--- config.mk ---
export PLATFORM = sky130hd
export DESIGN_NAME = fcmp_pred_unit
export DESIGN_NICKNAME = d
export VERILOG_FILES = /design/src/rtl/fcmp_pkg.sv /design/src/rtl/fcmp_classify.sv /design/src/rtl/fcmp_order.sv /design/src/rtl/fcmp_pred_eval.sv /design/src/rtl/fcmp_format.sv /design/src/rtl/fcmp_pred_unit.sv
export SDC_FILE = /design/constraint.sdc
export NUM_CORES = 1
export LEC_CHECK = 0
export BUFFER_PORTS_ARGS = -buffer_cell sky130_fd_sc_hd__buf_2
export CELL_PAD_IN_SITES_DETAIL_PLACEMENT = 0
export CELL_PAD_IN_SITES_GLOBAL_PLACEMENT = 1
export CORE_ASPECT_RATIO = 1.1
export CORE_MARGIN = 2
export CORE_UTILIZATION = 29
export DETAILED_ROUTE_END_ITERATION = 8
export PLACE_DENSITY_LB_ADDON = 0.08
export SYNTH_ARGS = -nofsm -noshare
export SYNTH_HDL_FRONTEND = slang
export SYNTH_SLANG_ARGS = --single-unit
--- constraint.sdc ---
create_clock -name clk -period 1.2 [get_ports clk]
set_input_delay 0.12 -clock clk [delete_from_list [all_inputs] [get_ports clk]]
set_output_delay 0.12 -clock clk [all_outputs]
set_load 0.01 [all_outputs]
--- src/rtl/fcmp_pkg.sv ---
package fcmp_pkg;
  localparam int PRED_W = 5;

  typedef enum logic [1:0] {
    MODE_LEGACY = 2'd0,
    MODE_MERGE  = 2'd1,
    MODE_MASK   = 2'd2,
    MODE_OFF    = 2'd3
  } fcmp_mode_e;

  typedef struct packed {
    logic is_nan;
    logic is_snan;
    logic is_qnan;
    logic is_zero;
    logic is_denorm;
  } fcmp_class_t;
endpackage

--- src/rtl/fcmp_classify.sv ---
module fcmp_classify
  import fcmp_pkg::*;
#(
  parameter int EXP_W = 8,
  parameter int MAN_W = 23
) (
  input  logic [EXP_W+MAN_W:0] val,
  output fcmp_class_t          cls
);
  localparam int FP_W = 1 + EXP_W + MAN_W;

  logic [EXP_W-1:0] exp_f;
  logic [MAN_W-1:0] frac_f;
  logic             exp_ones;
  logic             exp_zero;
  logic             frac_nz;

  assign exp_f  = val[FP_W-2:MAN_W];
  assign frac_f = val[MAN_W-1:0];

  always_comb begin
    exp_ones      = &exp_f;
    exp_zero      = ~|exp_f;
    frac_nz       = |frac_f;
    cls.is_nan    = exp_ones & frac_nz;
    cls.is_qnan   = exp_ones & frac_nz & frac_f[MAN_W-1];
    cls.is_snan   = exp_ones & frac_nz & ~frac_f[MAN_W-1];
    cls.is_zero   = exp_zero & ~frac_nz;
    cls.is_denorm = exp_zero & frac_nz;
  end
endmodule

--- src/rtl/fcmp_order.sv ---
module fcmp_order #(
  parameter int EXP_W = 8,
  parameter int MAN_W = 23
) (
  input  logic [EXP_W+MAN_W:0] a_val,
  input  logic [EXP_W+MAN_W:0] b_val,
  input  logic                 a_nan,
  input  logic                 b_nan,
  input  logic                 a_zero,
  input  logic                 b_zero,
  output logic                 rel_eq,
  output logic                 rel_lt,
  output logic                 rel_unord
);
  localparam int FP_W = 1 + EXP_W + MAN_W;

  logic [FP_W-2:0] mag_a;
  logic [FP_W-2:0] mag_b;
  logic            sgn_a;
  logic            sgn_b;
  logic            both_zero;

  assign mag_a = a_val[FP_W-2:0];
  assign mag_b = b_val[FP_W-2:0];
  assign sgn_a = a_val[FP_W-1];
  assign sgn_b = b_val[FP_W-1];

  always_comb begin
    rel_unord = a_nan | b_nan;
    both_zero = a_zero & b_zero;
    rel_eq    = ~rel_unord & ((a_val == b_val) | both_zero);
    if (rel_unord || both_zero) begin
      rel_lt = 1'b0;
    end else if (sgn_a != sgn_b) begin
      rel_lt = sgn_a;
    end else if (!sgn_a) begin
      rel_lt = mag_a < mag_b;
    end else begin
      rel_lt = mag_a > mag_b;
    end
  end
endmodule

--- src/rtl/fcmp_pred_eval.sv ---
module fcmp_pred_eval
  import fcmp_pkg::*;
(
  input  logic [PRED_W-1:0] pred_eff,
  input  logic              rel_eq,
  input  logic              rel_lt,
  input  logic              rel_unord,
  input  logic              any_snan,
  input  logic              any_qnan,
  output logic              hit,
  output logic              invalid
);
  logic base_rel;
  logic nan_term;
  logic sig_pred;

  always_comb begin
    unique case (pred_eff[1:0])
      2'd0:    base_rel = rel_eq;
      2'd1:    base_rel = rel_lt;
      2'd2:    base_rel = rel_eq | rel_lt;
      default: base_rel = 1'b0;
    endcase
    nan_term = rel_unord & (pred_eff[3] ^ (pred_eff[1:0] == 2'd3));
    hit      = (base_rel | nan_term) ^ pred_eff[2];
    sig_pred = ((pred_eff[1:0] == 2'd1) | (pred_eff[1:0] == 2'd2)) ^ pred_eff[4];
    invalid  = any_snan | (any_qnan & sig_pred);
  end
endmodule

--- src/rtl/fcmp_format.sv ---
module fcmp_format
  import fcmp_pkg::*;
#(
  parameter int VEC_W = 128,
  parameter int FP_W  = 32
) (
  input  fcmp_mode_e       mode_sel,
  input  logic             hit,
  input  logic             wmask_en,
  input  logic             wmask_bit,
  input  logic [VEC_W-1:0] src_a,
  output logic [VEC_W-1:0] res_d
);
  logic [FP_W-1:0] lane;
  logic            kept;

  always_comb begin
    lane = {FP_W{hit}};
    kept = hit & (~wmask_en | wmask_bit);
    unique case (mode_sel)
      MODE_LEGACY, MODE_MERGE: res_d = {src_a[VEC_W-1:FP_W], lane};
      MODE_MASK:               res_d = {{(VEC_W-1){1'b0}}, kept};
      default:                 res_d = '0;
    endcase
  end
endmodule

--- src/rtl/fcmp_pred_unit.sv ---
module fcmp_pred_unit
  import fcmp_pkg::*;
#(
  parameter int EXP_W = 8,
  parameter int MAN_W = 23,
  parameter int VEC_W = 128
) (
  input  logic                 clk,
  input  logic                 rst_n,
  input  logic                 in_valid,
  input  logic [1:0]           mode,
  input  logic [4:0]           pred,
  input  logic [VEC_W-1:0]     src_a,
  input  logic [EXP_W+MAN_W:0] src_b,
  input  logic                 wmask_en,
  input  logic                 wmask_bit,
  output logic                 out_valid,
  output logic [VEC_W-1:0]     res_vec,
  output logic                 flag_inv,
  output logic                 flag_den
);
  localparam int FP_W   = 1 + EXP_W + MAN_W;
  localparam int N_OPND = 2;

  fcmp_mode_e        mode_sel;
  logic [FP_W-1:0]   opnd [N_OPND];
  fcmp_class_t       cls  [N_OPND];
  logic [PRED_W-1:0] pred_eff;
  logic              rel_eq, rel_lt, rel_unord;
  logic              hit, invalid_raw;
  logic              any_snan, any_qnan, any_den;
  logic [VEC_W-1:0]  res_d;
  logic              inv_d, den_d;
  logic              active;

  logic [VEC_W-1:0]  res_q;
  logic              inv_q, den_q, vld_q;

  assign mode_sel = fcmp_mode_e'(mode);
  assign opnd[0]  = src_a[FP_W-1:0];
  assign opnd[1]  = src_b;

  for (genvar gi = 0; gi < N_OPND; gi++) begin : g_cls
    fcmp_classify #(.EXP_W(EXP_W), .MAN_W(MAN_W)) u_cls (
      .val (opnd[gi]),
      .cls (cls[gi])
    );
  end

  fcmp_order #(.EXP_W(EXP_W), .MAN_W(MAN_W)) u_order (
    .a_val     (opnd[0]),
    .b_val     (opnd[1]),
    .a_nan     (cls[0].is_nan),
    .b_nan     (cls[1].is_nan),
    .a_zero    (cls[0].is_zero),
    .b_zero    (cls[1].is_zero),
    .rel_eq    (rel_eq),
    .rel_lt    (rel_lt),
    .rel_unord (rel_unord)
  );

  always_comb begin
    pred_eff = (mode_sel == MODE_LEGACY) ? {2'b00, pred[2:0]} : pred;
    any_snan = cls[0].is_snan | cls[1].is_snan;
    any_qnan = cls[0].is_qnan | cls[1].is_qnan;
    any_den  = cls[0].is_denorm | cls[1].is_denorm;
  end

  fcmp_pred_eval u_eval (
    .pred_eff  (pred_eff),
    .rel_eq    (rel_eq),
    .rel_lt    (rel_lt),
    .rel_unord (rel_unord),
    .any_snan  (any_snan),
    .any_qnan  (any_qnan),
    .hit       (hit),
    .invalid   (invalid_raw)
  );

  fcmp_format #(.VEC_W(VEC_W), .FP_W(FP_W)) u_fmt (
    .mode_sel  (mode_sel),
    .hit       (hit),
    .wmask_en  (wmask_en),
    .wmask_bit (wmask_bit),
    .src_a     (src_a),
    .res_d     (res_d)
  );

  always_comb begin
    active = (mode_sel != MODE_OFF);
    inv_d  = active & invalid_raw;
    den_d  = active & any_den;
  end

  always_ff @(posedge clk or negedge rst_n) begin
    if (!rst_n) begin
      vld_q <= 1'b0;
      res_q <= '0;
      inv_q <= 1'b0;
      den_q <= 1'b0;
    end else begin
      vld_q <= in_valid;
      if (in_valid) begin
        res_q <= res_d;
        inv_q <= inv_d;
        den_q <= den_d;
      end
    end
  end

  assign out_valid = vld_q;
  assign res_vec   = res_q;
  assign flag_inv  = inv_q;
  assign flag_den  = den_q;
endmodule

### After elaboration in Yosys (flattened, before gate mapping)

Index checks and enable logic that the tools add are counted.

* flip-flop bits (word level): 131
* input bits: 172
* output and inout port bits: 131
* logic and storage cells: 68

* magnitude comparators: 2
* eq/ne operators: 8
* multiplexer cells: 6
* bitwise gates (word level): 36
* reduce and logical (&&, ||, !) cells: 12

Operator list (count)
* case mux 128 bit (2 select lines): 1
* OR reduction 23 bit: 2
* equality test 32 bit: 1
* greater-than comparator 31 bit: 1
* < comparator 31 bit: 1
* bitwise AND 1 bit: 17
* AND reduction 8 bit: 2
* OR reduction 8 bit: 2
* OR 1 bit: 10
* equality test 2 bit, second input constant: 3
* inverter 1 bit: 6
* two-way mux 5 bit: 1
* equality test 2 x 1 -> 1 bit, second input constant: 2
* zero test 2 bit: 2
* two-way mux 1 bit: 3
* case mux 1 bit (3 select lines): 1
* bitwise XOR 1 bit: 3
* zero test 1 bit: 2
* != test 2 bit, second input constant: 1
* OR reduction 2 bit: 1
* logical OR 1 bit: 1
* != test 1 bit: 1

### Depth between registers and ports, before layout

Gate-level depths: netlist (run 1).

* depth after elaboration: 12
* mapped depth: 9
* gate-level depth less buffers: 9

### Cells and area by module

From an unflattened synthesis (run 1), not the netlist that was laid out.

* cell total of the unflattened synthesis: 600
* area, all modules: 7125.6 um^2

Modules (own cells, without submodules)
* fcmp_pred_unit: times used 1, cells an instance 281, area each 4921.0 um^2, sequential area each 3278.1 um^2
* fcmp_format: times used 1, cells an instance 141, area each 943.4 um^2, sequential area each 0.0 um^2
* fcmp_order: times used 1, cells an instance 122, area each 862.1 um^2, sequential area each 0.0 um^2
* fcmp_classify: times used 2, cells an instance 20, area each 126.4 um^2, sequential area each 0.0 um^2
* fcmp_pred_eval: times used 1, cells an instance 16, area each 146.4 um^2, sequential area each 0.0 um^2

### Worst setup path before layout (run 1)

OpenSTA, ideal clock, no wires.

* kind: input-to-reg
* start: in src_b[21]
* end: reg res_q[31] (netlist: res_vec[31])
* setup time: 0.066 ns
* arrival: 1.962 ns
* required time: 1.134 ns
* setup slack: -0.828 ns
* stages: 9
* path buffers: 0
* cell sequence: inv_1 -> ha_1 -> nand4_2 -> or4_4 -> nor4_2 -> nand2_1 -> o2111a_2 -> a211o_1 -> nand3_2

* cells in the longest elaborated chain, start to end: 11
* elaborated cells on any way between the ends: 22
* those cells by class: order compare (2); eq/ne (1); mux (5); bitwise (12); reduce/logical (2)

RTL lines
* from (decl): RTL line fcmp_pred_unit.sv:14 `input logic [EXP_W+MAN_W:0] src_b,`
* branches (longest 8 deep; another with < comparator 31 bit)
* OR 1 bit *: RTL line fcmp_pred_eval.sv:25 `hit = (base_rel | nan_term) ^ pred_eff[2];`
* bitwise XOR 1 bit *: RTL line fcmp_pred_eval.sv:25
* case mux 128 bit (2 select lines) *: RTL line fcmp_format.sv:20 `unique case (mode_sel)`
* to (signal assigned): RTL line fcmp_pred_unit.sv:104 `res_q <= res_d;`
* to (decl): RTL line fcmp_pred_unit.sv:36 `logic [VEC_W-1:0] res_q;`

Mark *: on every way between the ends.
A chain may end at the register's enable or synchronous reset.

### Final worst setup path (run 1)

* start: in src_a[24]
* end: reg res_q[0] (netlist: res_vec[0])

* cells in the longest elaborated chain, start to end: 12
* elaborated cells on any way between the ends: 24
* those cells by class: order compare (2); eq/ne (1); mux (5); bitwise (12); reduce/logical (4)

RTL lines
* from (decl): RTL line fcmp_pred_unit.sv:13 `input logic [VEC_W-1:0] src_a,`
* branches (longest 8 deep; another with < comparator 31 bit)
* OR 1 bit *: RTL line fcmp_pred_eval.sv:25
* bitwise XOR 1 bit *: RTL line fcmp_pred_eval.sv:25
* bitwise AND 1 bit: RTL line fcmp_format.sv:19 `kept = hit & (~wmask_en | wmask_bit);`
* case mux 128 bit (2 select lines) *: RTL line fcmp_format.sv:20

Marks and branches as above.

==> summary.md, run 1 <==
| Metric | Value |
|---|---|
| Status | finished with violations |
| Failing checks | negative setup slack |
| Ys async rst share | 100% |
| Worst endpoint data arrival time | around 2 ns |
| Die height | approximately 150 µm |
| Distinct cells, synth | 46 |
| Synth Register Bits | between 100 and 150 |
| Setup Skew | 0 ns |
| Syn_area_per_cell | between 9 and 10 µm² |
| HP Start | src_a[53] |
| Reg2reg start | res_vec[31] |
| Clock sinks | 101 |
| Synth warn | 0 |
| Residual DRC | 0 |
| HPWL after DPL | about 15 mm |
| Area leader, netlist | dfrtp_1 |
| Synth top area share | a little over two fifths |
| Initial Utilization | 29.5% |
| Crit path required time | between 1 and 1.5 ns |
| Reg clk slew, reported paths | about 0.08 ns |
| Sequential fraction of the synthesis area | 43.5% |
| DRT iter0 DRCs | 219 |
| Width of the die | 139 µm |
| Largest net degree at the start of global routing | between 60 and 70 |
| Worst skew pair latency | 0.34 ns |
| Top cells by area, synth | dfrtp_1, nand3b_1, o21ai_0 |
| Max Clk Rate | around 0.56 GHz |
| Vias | slightly below 6000 |
| Global-route wire length before repair | 30.7 mm |
| Layout area overhead | 60.3% |
| Mapped Nets | ~850 |
| Routability cong. | 0.842 |
| Vias in the first global route | about 6100 |
| RR Endpoint | res_vec[31] |
| Setup ws final | -0.580 ns |
| Hold Slack | between 0.01 and 0.015 ns |
| GRT Total Usage | between 10% and 20% |
| Final hold violations | 0 |
| Worst Hold Class | input pin to flop |
| Pint | around 6.3 mW |
| Drt total wl | about 19 mm |
| Final Critical Period | between 1.5 and 2 ns |
| Hold depth | 3 |
| Design Area, Final | 9320 µm² |
| Register-to-Register Path Depth | 4 |
| Part of the power in registers | 41.9% |
| Least-Margin Pin Slew | 0.342 ns |
| Fin crit share | 148% |
| Slew headroom | approximately 77% |
| H-tree levels | 3 |
| Clk pwr share | about a third |
| DP Area | roughly 8200 µm² |
| CTS Buf Count | 9 |
| DRT Pass-1 Iters | 6 |
| P per Cell Area | between 900 and 1000 nW/µm² |
| Core Region | around 20000 µm² |
| RSZ-0062 raised after global routing | true |
| Mapped Area | approximately 5800 µm² |
| P_sw | ~2.7 mW |
| Worst Setup End Kind | flop |
| Number of max-cap violations | 0 |
| Layout cell share with drive strength beyond 1 | 44.6% |
| Max-slew violation count | 0 |
| Site Rows | 54 |
| Nets | roughly 1200 |
| Peak VDD IR | 0.607 mV |
| Critical path class | input pin to flop |
| Final setup violation count | 3 |
| Vias per inst | about 4.5 |
| CTS tree | built |
| Worst Path Max Fanout | 4 |
| Routed length per instance | ~15 µm |
| Number of port buffers | roughly 300 |
| Clock Tree Buf Depth | 2 |
| Gate Count Post-Synth | 646 |
| # IOs | between 300 and 400 |
| Static Leakage | between 4 and 5 nW |
| Final core occ | approximately 47% |
| Most frequent cell after synthesis | inv_1 |
| Worst Hold Path EP | res_vec[53] |
| Die area | 21200 µm² |
| Clk root buf | clkbuf_16 |
| Post-synth EDFFs | 0 |
| Gr ovfl total | 0 |
| Synth top cells by count | inv_1, o21ai_0, dfrtp_1, nand3b_1, ha_1 |
| Fill cells | between 1500 and 2000 |
| Switching share of total power | 30.0% |
| Post-synth top flop | dfrtp_1 |
| Logic gate share of total power | 26.5% |
| Setup crit start kind | input pin |
| Antenna viol nets, final | 0 |
| Flop-to-flop setup slack | approximately 0.16 ns |
| Antenna violations before repair | 2 |
==> critical path, stage by stage <==
cell and delay (ns):
buf_4 0.13, ha_4 0.26, nand4_1 0.13, or4_4 0.57
a211o_1 0.26, nand3b_1 0.10, o211ai_2 0.11, a211o_1 0.32
nand3_2 0.06
==> cell usage in the layout (no fill, tap or decap), types with 3 or more instances in the layout <==
cell           instances
nand2_1               15
buf_12                 9
nor4_1                10
nand3b_1              99
buf_8                  3
nor4_2                 3
clkbuf_16              9
dlygate4sd3_1         50
inv_4                  4
buf_6                 17
inv_2                 12
nand4_4                3
a21oi_1               17
nor4_4                 3
dfrtp_1              101
nor2_1                 8
nand3_1                6
inv_1                115
o21ai_0              101
buf_2                278
ha_1                  17
nand4_1                8
buf_4                 81
a211o_1                4
ha_4                  18
o21a_1                 3
==> timing repair <==
item | CTS | global route
endpoints found under the setup margin | 35 | 35
setup buffers | 8 | 3
endpoints found under the hold margin | 89 | 0
pin swaps | 29 | 13
hold buffers | 50 | 0
gates resized for setup | 43 | 14
==> flip-flops by register name, indices dropped and copies added, names as in the netlist <==
register,count
flag_den,1
flag_inv,1
out_valid,1
res_vec,98
==> worst max path at each step <==
stage                     startpoint     endpoint  slack, ns  cells past startpoint
after detailed placement   src_b[26]   res_vec[0]      -1.08                     10
after floorplan            src_b[26]  res_vec[31]      -0.73                      9
after CTS                  src_a[22]   res_vec[0]      -0.59                      9
final                      src_a[24]   res_vec[0]      -0.58                      9
after global routing       src_a[17]  res_vec[31]      -0.66                      9
after global placement     src_b[26]  res_vec[31]      -1.04                     10
==> layer usage <==
metal	GRT usage, %	up-vias	part of all wire [%]
met5	0	-	0.069
met4	4.71	2	1.5
met3	5.09	20	6.8
met2	31.9	200	51
met1	20.7	2736	41
li1	-	2894	-
==> cell type report <==
type / count / area [µm²] / area share (%)
multi-input cells: 350 / 2750 / 29.5
inverters: 132 / 518 / 5.56
clock buffers: 10 / 229 / 2.46
well taps: 252 / 315 / 3.38
clock inverters: 6 / 60.1 / 0.644
repair buffers: 438 / 2920 / 31.3
flip-flops and latches: 101 / 2530 / 27.1
diodes: 1 / 2.50 / 0.0268
==> through the flow <==
step | TNS, ns | power [mW] | setup slack [ns] | cells
2_1_floorplan | -1.46 | 4.96 | -0.731 | 646
3_3_place_gp | -3.18 | 6.00 | -1.04 | 1212
3_5_place_dp | -3.30 | 6.05 | -1.08 | 1212
4_1_cts | -1.56 | 9.19 | -0.585 | 1286
5_1_grt | -2.12 | 9.64 | -0.659 | 1290
6_report | -1.17 | 9.07 | -0.580 | 1290
==> power groups by stage <==
stage                     Clock (mW)  Combinational (mW)  Sequential (mW)
after detailed placement           0                2.19             3.86
after floorplan                    0               0.948             4.02
after CTS                       2.99                2.40             3.80
after global routing            3.13                2.68             3.84
final                           2.86                2.41             3.80
after global placement             0                2.14             3.86
==> logic make-up after synthesis <==
logic type	count (synthesis)	synth area share, %
buf+inv	195	14.7
flops	101	43.5
fa+ha+maj	35	7.53
compound gates	142	13.6
simple gates	170	20.3
xor+xnor	3	0.452
Note: power is estimated with default switching activity, not from simulation.
==> run 2: changes to the inputs <==
--- a/config.mk
+++ b/config.mk
@@ -5,12 +5,13 @@
 export SDC_FILE = /design/constraint.sdc
 export NUM_CORES = 1
 export LEC_CHECK = 0
+export ABC_AREA = 1
 export BUFFER_PORTS_ARGS = -buffer_cell sky130_fd_sc_hd__buf_2
 export CELL_PAD_IN_SITES_DETAIL_PLACEMENT = 0
 export CELL_PAD_IN_SITES_GLOBAL_PLACEMENT = 1
 export CORE_ASPECT_RATIO = 1.1
 export CORE_MARGIN = 2
-export CORE_UTILIZATION = 29
+export CORE_UTILIZATION = 28
 export DETAILED_ROUTE_END_ITERATION = 8
 export PLACE_DENSITY_LB_ADDON = 0.08
 export SYNTH_ARGS = -nofsm -noshare
==> summary.md, run 2 <==
| Metric | Value |
|---|---|
| Worst Setup End Kind | flop |
| Worst Path Max Fanout | 2 |
| Fin crit share | 116% |
| Max FFs per register | just under 100 |
| DRT iter0 DRCs | between 200 and 250 |
| Most frequent cell after synthesis | dfrtp_1 |
| Gate Count Post-Synth | 503 |
| Status | finished with violations |
| Critical path class | input pin to flop |
| Worst slack, placed | -0.653 ns |
| Clock sinks | around 100 |
| Number of port buffers | 302 |
| Syn_area_per_cell | ~10 µm² |
| Least-Margin Pin Slew | between 0.3 and 0.4 ns |
| P per Cell Area | just over 1000 nW/µm² |
| Crit path required time | about 1.4 ns |
| CTS Buf Count | 9 |
| Gr ovfl total | 0 |
| Nets | 1129 |
| Largest net degree at the start of global routing | 74 |
| Max-slew violation count | 0 |
| Worst endpoint data arrival time | around 1.6 ns |
| Final hold violations | 0 |
| Sequential fraction of the synthesis area | 49.5% |
| Failing checks | negative setup slack |
| Slew headroom | roughly 77% |
| Antenna violations before repair | 3 |
| RSZ-0062 raised after global routing | true |
| Mapped Area | 5110 µm² |
| HPWL after DPL | ~13 mm |
| Commonest cells after routing, fill and taps aside | buf_2, dfrtp_1, a22o_1 |
| # IOs | 303 |
| Fill cells | around 1600 |
| Reg clk slew, reported paths | ~0.070 ns |
| Final Critical Period | about 1.4 ns |
| Clock Tree Buf Depth | 2 |
| Worst skew pair latency | 0.35 ns |
| Synth top area share | a little under 50% |
| Post-synth EDFFs | 0 |
| Routability cong. | between 0.8 and 0.9 |
| Distinct cells, synth | 31 |
| Initial Utilization | approximately 29% |
| Worst Hold Class | input pin to flop |
| Setup ws final | -0.198 ns |
| Synth warn | 0 |
| Synth top cells by count | dfrtp_1, a22o_1, nand2_1, inv_1, ha_1 |
| H-tree levels | 3 |
| Antenna viol nets, final | 0 |
| Synth Register Bits | roughly 100 |
| Routed length per instance | roughly 16 µm |
| Top cells by area, synth | dfrtp_1, a22o_1, ha_1 |
| Most common cell after layout, fill and taps aside | buf_2 |
| Core Region | approximately 18000 µm² |
| Final setup violation count | 33 |
| Mapped Nets | between 700 and 800 |
| Vias per inst | roughly 4.5 |
| Site Rows | between 50 and 60 |
| GRT Total Usage | approximately 18% |
| Layout area overhead | 81.3% |
| Vias | 5249 |
| Vias in the first global route | between 5000 and 6000 |
| Max Clk Rate | roughly 0.7 GHz |
| Drt total wl | between 15 and 20 mm |
| Peak VDD IR | roughly 0.74 mV |
| Setup Skew | 0 ns |
| Global-route wire length before repair | ~28 mm |
| Clk root buf | clkbuf_16 |
| Post-synth top flop | dfrtp_1 |
| Die height | 146 µm |
| Ys async rst share | 100% |
| Number of max-cap violations | 0 |
| Residual DRC | 0 |
| Area leader, netlist | dfrtp_1 |
| DRT Pass-1 Iters | 6 |
| CTS tree | built |
| Layout cell share with drive strength beyond 1 | between 50% and 60% |
| Width of the die | about 130 µm |
| Setup crit start kind | input pin |
| Power Total | 9.54 mW |
| Die area | 19300 µm² |
| Static Leakage | a little under 5 nW |
[run 2: area by class of cell]
type | instances | area [µm²] | share of cell area, %
repair buffers | 459 | 3330 | 36.0
multi-input cells | 294 | 2530 | 27.4
flip-flops and latches | 101 | 2530 | 27.3
well taps | 238 | 298 | 3.22
inverters | 57 | 243 | 2.62
clock buffers | 10 | 239 | 2.58
clock inverters | 6 | 78.8 | 0.851
diodes | 1 | 2.50 | 0.0270
[run 2: what timing repair did]
item,in CTS,in global routing
resized for setup,80,63
pin swaps,35,25
setup endpoints to repair,34,34
endpoints found under the hold margin,195,0
cloned,0,2
setup buffers,6,2
hold buffers,95,0
[run 2: logic make-up (layout without fill, tap and decap cells)]
family / Yosys count / after routing / share of synthesized area (%)
AO/OA/AOI/OAI: 120 / 120 / 19.1
XOR/XNOR: 3 / 3 / 0.515
adder cells (fa/ha/maj): 35 / 35 / 8.57
buffers and inverters: 108 / 532 / 10.4
flip-flops: 101 / 101 / 49.5
other: 0 / 1 / 0
AND/OR/NAND/NOR: 136 / 136 / 11.9
[run 2: worst paths after layout]
kind	start	cells past startpoint	slack, ns	end
min in group asynchronous	rst_n	3	0.30	res_vec[107]
worst max register to register	res_vec[31]	5	0	res_vec[31]
worst min register to register	res_vec[0]	2	0.47	res_vec[0]
worst max-delay path	src_a[10]	16	-0.20	res_vec[31]
worst min-delay path	src_a[76]	2	0.01	res_vec[76]
max in group asynchronous	rst_n	3	0.59	res_vec[31]
[run 2: layer usage]
layer / vias up / global-route usage, % / wire length, µm
met4: 4 / 6.72 / 397
li1: 2549 / - / -
met2: 184 / 31.6 / 9310
met3: 29 / 4.98 / 1130
met1: 2483 / 21.2 / 7310
met5: - / 0 / 21
[run 2: power breakdown]
part,switching (mW),total (mW),internal [mW]
combinational,1.20,2.64,1.44
clock,1.39,3.10,1.71
sequential,0.139,3.80,3.66
total,2.74,9.54,6.81
[run 2: critical path: stages]
cell      delay [ns]
buf_6           0.11
ha_4            0.27
nand2_2         0.05
inv_2           0.08
nand3_4         0.09
nor2_4          0.11
buf_4           0.10
nand3b_1        0.09
o21ai_1         0.14
o21ai_1         0.08
nand2_1         0.09
nand2_2         0.07
nand2_2         0.06
nand2_2         0.06
nand3_2         0.07
nand2_1         0.05
[run 2: metrics by stage]
stage,setup TNS (ns),hold WS [ns],std cells,area [µm²],utilization (%)
4_1_cts,-2.21,0.000566,1161,8840,49.7
6_report,-3.47,0.0111,1166,9260,52.0
3_5_place_dp,-1.97,0.132,1044,7140,40.1
3_3_place_gp,-2.06,0.132,1044,7140,40.1
2_1_floorplan,-0.617,-0.176,503,5200,-
5_1_grt,-4.91,0.00399,1166,9260,52.0
